===== src/rtl/iwc_pkg.sv =====
package iwc_pkg;
  localparam int N_SRC    = 3;
  localparam int VEC_W    = 11;
  localparam int SRC_DIV  = 0;
  localparam int SRC_PORT = 1;
  localparam int SRC_TMR  = 2;

  typedef enum logic [1:0] {
    MODE_RUN  = 2'd0,
    MODE_HOLD = 2'd1,
    MODE_STOP = 2'd2
  } mode_e;

  // fixed, unevenly spaced vector table
  function automatic logic [VEC_W-1:0] src_vector(input int idx);
    case (idx)
      SRC_DIV:  return 11'h004;
      SRC_PORT: return 11'h00C;
      SRC_TMR:  return 11'h020;
      default:  return '0;
    endcase
  endfunction
endpackage


===== src/rtl/iwc_port_sync.sv =====
module iwc_port_sync #(
  parameter int          W       = 4,
  parameter logic [W-1:0] IDLE   = '1
) (
  input  logic         clk_i,
  input  logic         rst_ni,
  input  logic [W-1:0] pin_i,
  input  logic [W-1:0] pin_en_i,
  output logic         chg_o,
  output logic         fall_o
);
  logic [W-1:0] s1_q, s2_q, prev_q;

  always_ff @(posedge clk_i or negedge rst_ni) begin
    if (!rst_ni) begin
      s1_q   <= IDLE;
      s2_q   <= IDLE;
      prev_q <= IDLE;
    end else begin
      s1_q   <= pin_i;
      s2_q   <= s1_q;
      prev_q <= s2_q;
    end
  end

  assign chg_o  = |((s2_q ^ prev_q) & pin_en_i);
  assign fall_o = |(prev_q & ~s2_q);
endmodule


===== src/rtl/iwc_flags.sv =====
module iwc_flags #(
  parameter int N = 3
) (
  input  logic         clk_i,
  input  logic         rst_ni,
  input  logic [N-1:0] set_i,
  input  logic [N-1:0] clr_i,
  output logic [N-1:0] flags_o
);
  logic [N-1:0] flags_q;

  // hardware set prevails over any clear in the same cycle
  always_ff @(posedge clk_i or negedge rst_ni) begin
    if (!rst_ni) flags_q <= '0;
    else         flags_q <= (flags_q & ~clr_i) | set_i;
  end

  assign flags_o = flags_q;
endmodule


===== src/rtl/iwc_prio.sv =====
module iwc_prio
  import iwc_pkg::*;
#(
  parameter int N = N_SRC
) (
  input  logic [N-1:0]     req_i,
  output logic [N-1:0]     grant_o,
  output logic [VEC_W-1:0] vec_o
);
  // lowest index wins
  always_comb begin
    grant_o = '0;
    vec_o   = '0;
    for (int i = N - 1; i >= 0; i--) begin
      if (req_i[i]) begin
        grant_o    = '0;
        grant_o[i] = 1'b1;
        vec_o      = src_vector(i);
      end
    end
  end
endmodule


===== src/rtl/irq_wake_ctrl.sv =====
module irq_wake_ctrl
  import iwc_pkg::*;
#(
  parameter int PORT_W = 4
) (
  input  logic              clk_i,
  input  logic              rst_ni,
  input  logic              div_ovf_i,
  input  logic              tmr_udf_i,
  input  logic [PORT_W-1:0] port_i,
  input  logic [PORT_W-1:0] port_en_i,
  input  logic [N_SRC-1:0]  irq_en_i,
  input  logic [N_SRC-1:0]  hold_en_i,
  input  logic              ien_wr_i,
  input  logic              gie_set_i,
  input  logic              gie_clr_i,
  input  logic              flag_clr_i,
  input  logic [N_SRC-1:0]  flag_clr_mask_i,
  input  logic              hold_req_i,
  input  logic              stop_req_i,
  input  logic              rti_i,
  output logic              ack_o,
  output logic [VEC_W-1:0]  vector_o,
  output logic [N_SRC-1:0]  flags_o,
  output logic              gie_o,
  output logic              hold_o,
  output logic              stop_o,
  output logic              resume_o
);
  mode_e              mode_q, mode_d;
  logic               gie_q, gie_d;
  logic               ret_hold_q, ret_hold_d;
  logic               port_chg, port_fall;
  logic [N_SRC-1:0]   flags, req, grant, set_vec, clr_vec;
  logic [VEC_W-1:0]   pvec;
  logic               wake, take;

  iwc_port_sync #(.W(PORT_W)) u_sync (
    .clk_i    (clk_i),
    .rst_ni   (rst_ni),
    .pin_i    (port_i),
    .pin_en_i (port_en_i),
    .chg_o    (port_chg),
    .fall_o   (port_fall)
  );

  always_comb begin
    set_vec           = '0;
    set_vec[SRC_DIV]  = div_ovf_i & (mode_q != MODE_STOP);
    set_vec[SRC_PORT] = port_chg;
    set_vec[SRC_TMR]  = tmr_udf_i & (mode_q != MODE_STOP);
    clr_vec           = (flag_clr_i ? flag_clr_mask_i : '0) | (take ? grant : '0);
  end

  iwc_flags #(.N(N_SRC)) u_flags (
    .clk_i   (clk_i),
    .rst_ni  (rst_ni),
    .set_i   (set_vec),
    .clr_i   (clr_vec),
    .flags_o (flags)
  );

  assign req = flags & irq_en_i;

  iwc_prio #(.N(N_SRC)) u_prio (
    .req_i   (req),
    .grant_o (grant),
    .vec_o   (pvec)
  );

  assign wake = |(flags & hold_en_i);
  assign take = gie_q & (|req) &
                ((mode_q == MODE_RUN) || ((mode_q == MODE_HOLD) && wake));

  always_comb begin
    mode_d     = mode_q;
    ret_hold_d = ret_hold_q;
    unique case (mode_q)
      MODE_RUN: begin
        if (take) begin
          mode_d = MODE_RUN;
        end else if (rti_i && ret_hold_q) begin
          mode_d     = MODE_HOLD;
          ret_hold_d = 1'b0;
        end else if (stop_req_i) begin
          mode_d = MODE_STOP;
        end else if (hold_req_i) begin
          mode_d = MODE_HOLD;
        end
      end
      MODE_HOLD: begin
        if (take) begin
          mode_d     = MODE_RUN;
          ret_hold_d = 1'b1;
        end else if (wake) begin
          mode_d = MODE_RUN;
        end
      end
      MODE_STOP: begin
        if (port_fall) mode_d = MODE_RUN;
      end
      default: mode_d = MODE_RUN;
    endcase
  end

  always_comb begin
    gie_d = gie_q;
    if (take || gie_clr_i)          gie_d = 1'b0;
    else if (gie_set_i || ien_wr_i) gie_d = 1'b1;
  end

  always_ff @(posedge clk_i or negedge rst_ni) begin
    if (!rst_ni) begin
      mode_q     <= MODE_RUN;
      gie_q      <= 1'b0;
      ret_hold_q <= 1'b0;
    end else begin
      mode_q     <= mode_d;
      gie_q      <= gie_d;
      ret_hold_q <= ret_hold_d;
    end
  end

  assign ack_o    = take;
  assign vector_o = take ? pvec : '0;
  assign flags_o  = flags;
  assign gie_o    = gie_q;
  assign hold_o   = (mode_q == MODE_HOLD);
  assign stop_o   = (mode_q == MODE_STOP);
  assign resume_o = ((mode_q == MODE_HOLD) && wake && !take) ||
                    ((mode_q == MODE_STOP) && port_fall);
endmodule


===== config.mk =====
export PLATFORM = sky130hd
export DESIGN_NAME = irq_wake_ctrl
export DESIGN_NICKNAME = d
export VERILOG_FILES = /design/src/rtl/iwc_pkg.sv /design/src/rtl/iwc_port_sync.sv /design/src/rtl/iwc_flags.sv /design/src/rtl/iwc_prio.sv /design/src/rtl/irq_wake_ctrl.sv
export SDC_FILE = /design/constraint.sdc
export NUM_CORES = 1
export LEC_CHECK = 0
export BUFFER_PORTS_ARGS = -buffer_cell sky130_fd_sc_hd__buf_2
export CORE_MARGIN = 5
export CORE_UTILIZATION = 44
export CTS_BUF_LIST = sky130_fd_sc_hd__clkbuf_16
export DETAILED_ROUTE_END_ITERATION = 12
export PLACE_DENSITY = 0.86
export SYNTH_ARGS = -nofsm -noshare
export SYNTH_HDL_FRONTEND = slang
export SYNTH_SLANG_ARGS = --single-unit

===== constraint.sdc =====
create_clock -name clk_i -period 1.86 [get_ports clk_i]
set_input_delay 0.279 -clock clk_i [delete_from_list [all_inputs] [get_ports clk_i]]
set_output_delay 0.279 -clock clk_i [all_outputs]
set_load 0.02 [all_outputs]

Word level (Yosys, flattened, before mapping)
Index checks and enable logic that the tools add are counted.
{ "word_totals": {"register_bits": 19, "word_cells": 71, "out_inout_bits": 19} }
{ "classes": {"bitwise": 14, "mux": 23, "eq_ne": 9, "reduce_logical": 18} }
{ "op_table": {"columns": ["op", "count"], "rows": [
  ["6-bit 2-to-1 mux", 3],
  ["3-bit 2-to-1 mux", 5],
  ["2-bit 2-to-1 mux", 7],
  ["11-bit 2-to-1 mux", 1],
  ["3-bit AND", 3],
  ["4-bit AND", 2],
  ["4-bit OR reduction", 2],
  ["2-bit by 1-bit != test with 1-bit output (second input constant)", 3],
  ["3-bit bitwise OR", 2],
  ["2-bit one-hot mux with 3 select lines", 1],
  ["3-bit OR reduction", 2],
  ["1-bit 2-to-1 mux", 5],
  ["5-bit by 4-bit != test with 1-bit output (second input constant)", 1],
  ["1-bit AND", 4],
  ["1-bit logical AND", 4],
  ["1-bit logical OR", 4],
  ["2-bit != test (second input constant)", 2],
  ["4-bit NOT", 1],
  ["4-bit AND reduction", 1],
  ["2-bit nonzero test", 2],
  ["4-bit bitwise XOR", 1],
  ["3-bit by 1-bit != test with 1-bit output (second input constant)", 1],
  ["3-bit NOT", 1],
  ["3-bit AND reduction", 1],
  ["other kinds (5)", 5]
]} }

Depth between registers and ports, before layout
{ "logic_depth": {"word_depth": 10, "depth_mapped": 5} }

Hierarchy
A second synthesis with hierarchy kept.
{ "hier_totals": {"cells_unflattened": 98, "hier_area_um2": 1079.8} }
{ "by_module_without_submodules": {"columns": ["module", "cells_each", "n_inst", "area_per_inst_um2", "seq_area_each_um2"], "rows": [
  ["irq_wake_ctrl", 48, 1, 442.9, 100.1],
  ["iwc_port_sync", 26, 1, 419.2, 315.3],
  ["iwc_flags", 9, 1, 108.9, 75.1],
  ["iwc_prio", 15, 1, 108.9, 0.0]
]} }

Worst setup path after synthesis
Ideal clock, no wire load.
{ "synth_timing": {"path_type": "flip-flop to flip-flop", "start": "register u_flags.flags_q[0] (netlist: u_flags.flags_o[0])", "end": "register u_flags.flags_q[2] (netlist: u_flags.flags_o[2])", "arrival_ns": 2.222, "path_buffers": 0, "stages_incl_launch_ff": 4, "path_slack_ns": -0.550, "synth_period_minus_slack_ns": 2.410, "required_ns": 1.672, "path_cell_list": "dfrtp_1 > a222oi_1 > a2111oi_0 > o21ai_0"} }
{ "synth_between": {"elab_chain_len": 10, "word_cells_on_any_way": 14} }
{ "synth_lines": {"columns": ["element", "line_no", "rtl"], "rows": [
  ["from (decl)", "iwc_flags.sv:10", "logic [N-1:0] flags_q;"],
  ["from (signal assigned)", "iwc_flags.sv:15", "else flags_q <= (flags_q & ~clr_i) | set_i;"],
  ["3-bit AND", "irq_wake_ctrl.sv:71", "assign wake = |(flags & hold_en_i);"],
  ["3-bit OR reduction", "irq_wake_ctrl.sv:71", null],
  ["1-bit logical AND", "irq_wake_ctrl.sv:73", "((mode_q == MODE_RUN) || ((mode_q == MODE_HOLD) && wake));"],
  ["1-bit logical OR", "irq_wake_ctrl.sv:73", null],
  ["1-bit AND", "irq_wake_ctrl.sv:72", "assign take = gie_q & (|req) &"],
  ["3-bit 2-to-1 mux *", "irq_wake_ctrl.sv:52", "clr_vec = (flag_clr_i ? flag_clr_mask_i : '0) | (take ? grant : '0);"],
  ["3-bit bitwise OR *", "irq_wake_ctrl.sv:52", null],
  ["3-bit NOT *", "iwc_flags.sv:15", null],
  ["3-bit AND *", "iwc_flags.sv:15", null],
  ["3-bit bitwise OR *", "iwc_flags.sv:15", null]
]} }
Every way passes the cells marked *; elsewhere a longest branch is shown, timed or not.
A chain may end at the register's enable or synchronous reset.

Worst setup path in the final report
{ "layout_timing": {"start": "register u_flags.flags_q[1] (netlist: u_flags.flags_o[1])", "end": "output vector_o[5]"} }
{ "layout_between": {"elab_chain_len": 6, "word_cells_on_any_way": 11} }
{ "layout_lines": {"columns": ["element", "line_no", "rtl"], "rows": [
  ["3-bit AND", "irq_wake_ctrl.sv:71", null],
  ["3-bit OR reduction", "irq_wake_ctrl.sv:71", null],
  ["1-bit logical AND", "irq_wake_ctrl.sv:73", null],
  ["1-bit logical OR", "irq_wake_ctrl.sv:73", null],
  ["1-bit AND", "irq_wake_ctrl.sv:72", null],
  ["11-bit 2-to-1 mux *", "irq_wake_ctrl.sv:125", "assign vector_o = take ? pvec : '0;"],
  ["to (decl)", "irq_wake_ctrl.sv:23", "output logic [VEC_W-1:0] vector_o,"]
]} }
Marked as above.

==> reports/qor.csv <==
stage;metric;value;unit
setup_path;Stages on worst setup path;4;
synthesis;synthesized flop and latch total;19;
routing;antenna-violating nets left;0;
synthesis;post-synthesis xor/xnor area fraction;0;%
setup_path;WP buf/inv;2;
clock_network;total CTS buffers;3;
final_layout;Final Cell Area;1370;µm²
synthesis;Synth cell types;27;
pwr;leakage;0.681;nW
setup_path;CP required;1.58;ns
routing;DR DRC count;0;
grt;GRT Overall Usage;16.2;%
place;IO buf count;38;
synthesis;Simple-Gate Fraction of Synth Area;16.4;%
place;Post-DP HPWL;1670;µm
setup_path;crit-path max cell delay;0.42;ns
synthesis;Mapped Area;933;µm²
clock_network;clock sinks;19;
synthesis;largest cells by area after synthesis;dfstp_2 34%, dfrtp_1 19%, buf_4 6.4%, ha_1 5.4%, nand2_1 4.8%;
routing;final wirelength;2400;µm
synthesis;mux share of post-synthesis cell area;0;%
setup_path;CP Max Fanout;4;
grt;gr ovfl total;0;
grt;first-pass GRT wire length;3970;µm
synthesis;yosys warns;0;
routing;Vias/cell;5.05;
synthesis;Commonest cells post-synth;12 x dfstp_2, 12 x nand2_1, 8 x buf_4, 8 x inv_1, 7 x dfrtp_1;
routing;total number of vias;839;
final_layout;share of cells above drive strength 1;54.7;%
synthesis;largest family of logic cells by synthesized area;simple AND/OR/NAND/NOR gates;
floorplan;num rows;16;
synthesis;Compound-Gate Fraction of Synth Area;15.3;%
floorplan;die area;3140;µm²
floorplan;Die X;56.1;µm
clock_network;Clock Path Buffers;2;
routing;Wirelength per Cell;14.4;µm
clock_network;Clock Latency Late Sink;0.25;ns
synthesis;gate count after technology mapping;88;
synthesis;Post-synth EDFFs;0;
floorplan;Core ar.;2000;µm²
timing;Hold Slack;0.128;ns
synthesis;sequential area share after synthesis;52.5;%
setup_path;Startpoint Class;flop;
timing;RSZ-0062 raised after global routing;yes;
hold_path;Hold Path Cell Cnt;1;
timing;Final setup viols;5;
place;GP Congestion;0.777;
pwr;pwr/cell area;1190;nW/µm²
floorplan;Initial Util;46.6;%
flow_run;Max-cap violations;0;
floorplan;I/O pins;47;
timing;final hold vios;0;
timing;Worst Skew;0.00211;ns
setup_path;slowest stage cell, crit path;dfrtp_2;
hold_path;Hold WC Path Type;in -> reg;
setup_path;WS Path Type;reg -> out;
timing;post-route setup slack;-0.0515;ns
timing;fmax;523;MHz
synthesis;Synth Flop Type;dfstp_2;
routing;drt pass-1 iters;4;
place;Placed Instance Area;1160;µm²
setup_path;CP Capture Type;output pin;
grt;vias in the first global route;873;
synthesis;post-synthesis adder-cell area fraction;5.36;%
grt;initial antenna violation count;0;
synthesis;Syn Area/Cell;10.6;µm²
timing;Final Slew Violations;0;
final_layout;fin nets;172;
timing;min Tclk post-route;1.91;ns
grt;pin count of the biggest net entering global routing;20;
setup_path;Worst Path Arrival;1.63;ns
outcome;failing checks;setup timing;
outcome;status;finished with violations;
clock_network;# H-tree levels;1;
synthesis;leading area contributor after synthesis;dfstp_2;
final_layout;FILL cells;147;
setup_path;Crit path max-delay family;compound AO/OA/AOI/OAI gates;
setup_path;worst r2r path cells;6;
timing;Final Cycle Share;103;%
routing;Initial DRC Count;32;
synthesis;ys async rst share;100;%
pwr;Peak supply drop;0.625;mV
final_layout;Area growth syn-to-layout;46.6;%
clock_network;Clk pin slew, worst setup/hold paths;0.05;ns
floorplan;die extent in y;56.1;µm
clock_network;CTS root buf;clkbuf_16;
final_layout;antenna fix cells;0;
setup_path;critical-path cell list;buf_4 > a22o_1 > a2111oi_2 > buf_2;
clock_network;CTS tree;done;
synthesis;post-synth top area share;33.8;%
-- worst register-to-register path: stages (launching register included) --
cell and delay (ns):
dfrtp_2 0.42, a222oi_1 0.34, buf_4 0.22, a211oi_4 0.08, buf_4 0.16, buf_4 0.12
nor3_1 0.22
-- placed cells by master, fill, tap and decap left out, drive strengths merged --
cell type    instances
dlygate4sd3          1
buf                 48
nand2               12
o21ai                3
dfrtp                7
a2111oi              2
a21bo                1
o2bb2ai              1
o31a                 1
conb                 8
and2                 1
clkinv               1
a22oi                1
dfstp               12
and4                 1
inv                  8
nor4                 3
a211oi               3
a22o                 1
o41ai                1
ha                   4
nand2b               3
nor3                 2
nand3b               1
a211o                1
a222oi               2
nor2b                6
o22ai                1
clkbuf               3
-- kinds of logic after synthesis --
logic type,count (synthesis)
AO/OA/AOI/OAI,18
adder cells (fa/ha/maj),4
AND/OR/NAND/NOR,29
other,1
buffers and inverters,17
flip-flops,19
-- area by class of cell --
class	count	area, µm²	area share [%]
flip-flops and latches	19	494	36.1
multi-input cells	59	430	31.4
inverters	8	30.0	2.19
clock buffers	3	75.1	5.48
clock inverters	1	5.00	0.366
repair buffers	49	300	21.9
well taps	27	33.8	2.47
-- power by group --
group          leakage (nW)  internal (mW)  switching, mW  total (mW)
Combinational         0.434          0.294          0.332       0.626
Clock                0.0409          0.288          0.139       0.427
Sequential            0.207          0.492         0.0800       0.572
-- metal layers --
| metal | up-vias | routed length, µm | global-route usage, % |
|---|---|---|---|
| li1 | 395 | - | - |
| met1 | 393 | 893 | 16.9 |
| met2 | 48 | 1220 | 29.4 |
| met3 | 3 | 255 | 4.41 |
| met4 | 0 | 31 | 7.80 |
| met5 | - | 0 | 0 |
-- metrics by stage --
stage          setup TNS (ns)  total power, mW  worst slack [ns]  std cells  util [%]
6_report               -0.152             1.62           -0.0515        166      68.4
5_1_grt                -0.653             1.72            -0.142        166      68.4
4_1_cts                -0.103             1.59           -0.0435        165      67.1
3_5_place_dp                0             1.06             0.102        154      58.0
3_3_place_gp                0             1.03             0.179        154      58.0
2_1_floorplan          -0.281            0.881            -0.158         95         -
-- registers in the layout, indices dropped and copies added, names as in the netlist --
| register | flops |
|---|---|
| u_sync.s1_q | 4 |
| u_sync.s2_q | 4 |
| ret_hold_q | 1 |
| u_flags.flags_o | 3 |
| gie_o | 1 |
| u_sync.prev_q | 4 |
| mode_q | 2 |
-- final timing paths --
path / slack [ns] / end / startpoint
max in group asynchronous: 1.06 / u_sync.s2_q[2]$_DFF_PN1_ / rst_ni
min in group asynchronous: 0.48 / mode_q[1]$_DFFE_PN0P_ / rst_ni
max reg2reg: 0.18 / gie_o$_DFFE_PN0P_ / u_flags.flags_o[0]$_DFF_PN0_
max: -0.05 / vector_o[5] / u_flags.flags_o[1]$_DFF_PN0_
min: 0.13 / u_sync.s1_q[1]$_DFF_PN1_ / port_i[1]
min reg2reg: 0.35 / u_sync.s2_q[2]$_DFF_PN1_ / u_sync.s1_q[2]$_DFF_PN1_
-- repair_timing --
action	4_1_cts	5_1_grt
hold buffers	1	0
hold endpoints to repair	7	0
gates resized for setup	11	4
pin swaps	3	2
setup endpoints to repair	3	5
setup buffers	6	1
Power figures use the tool's default switching activity.
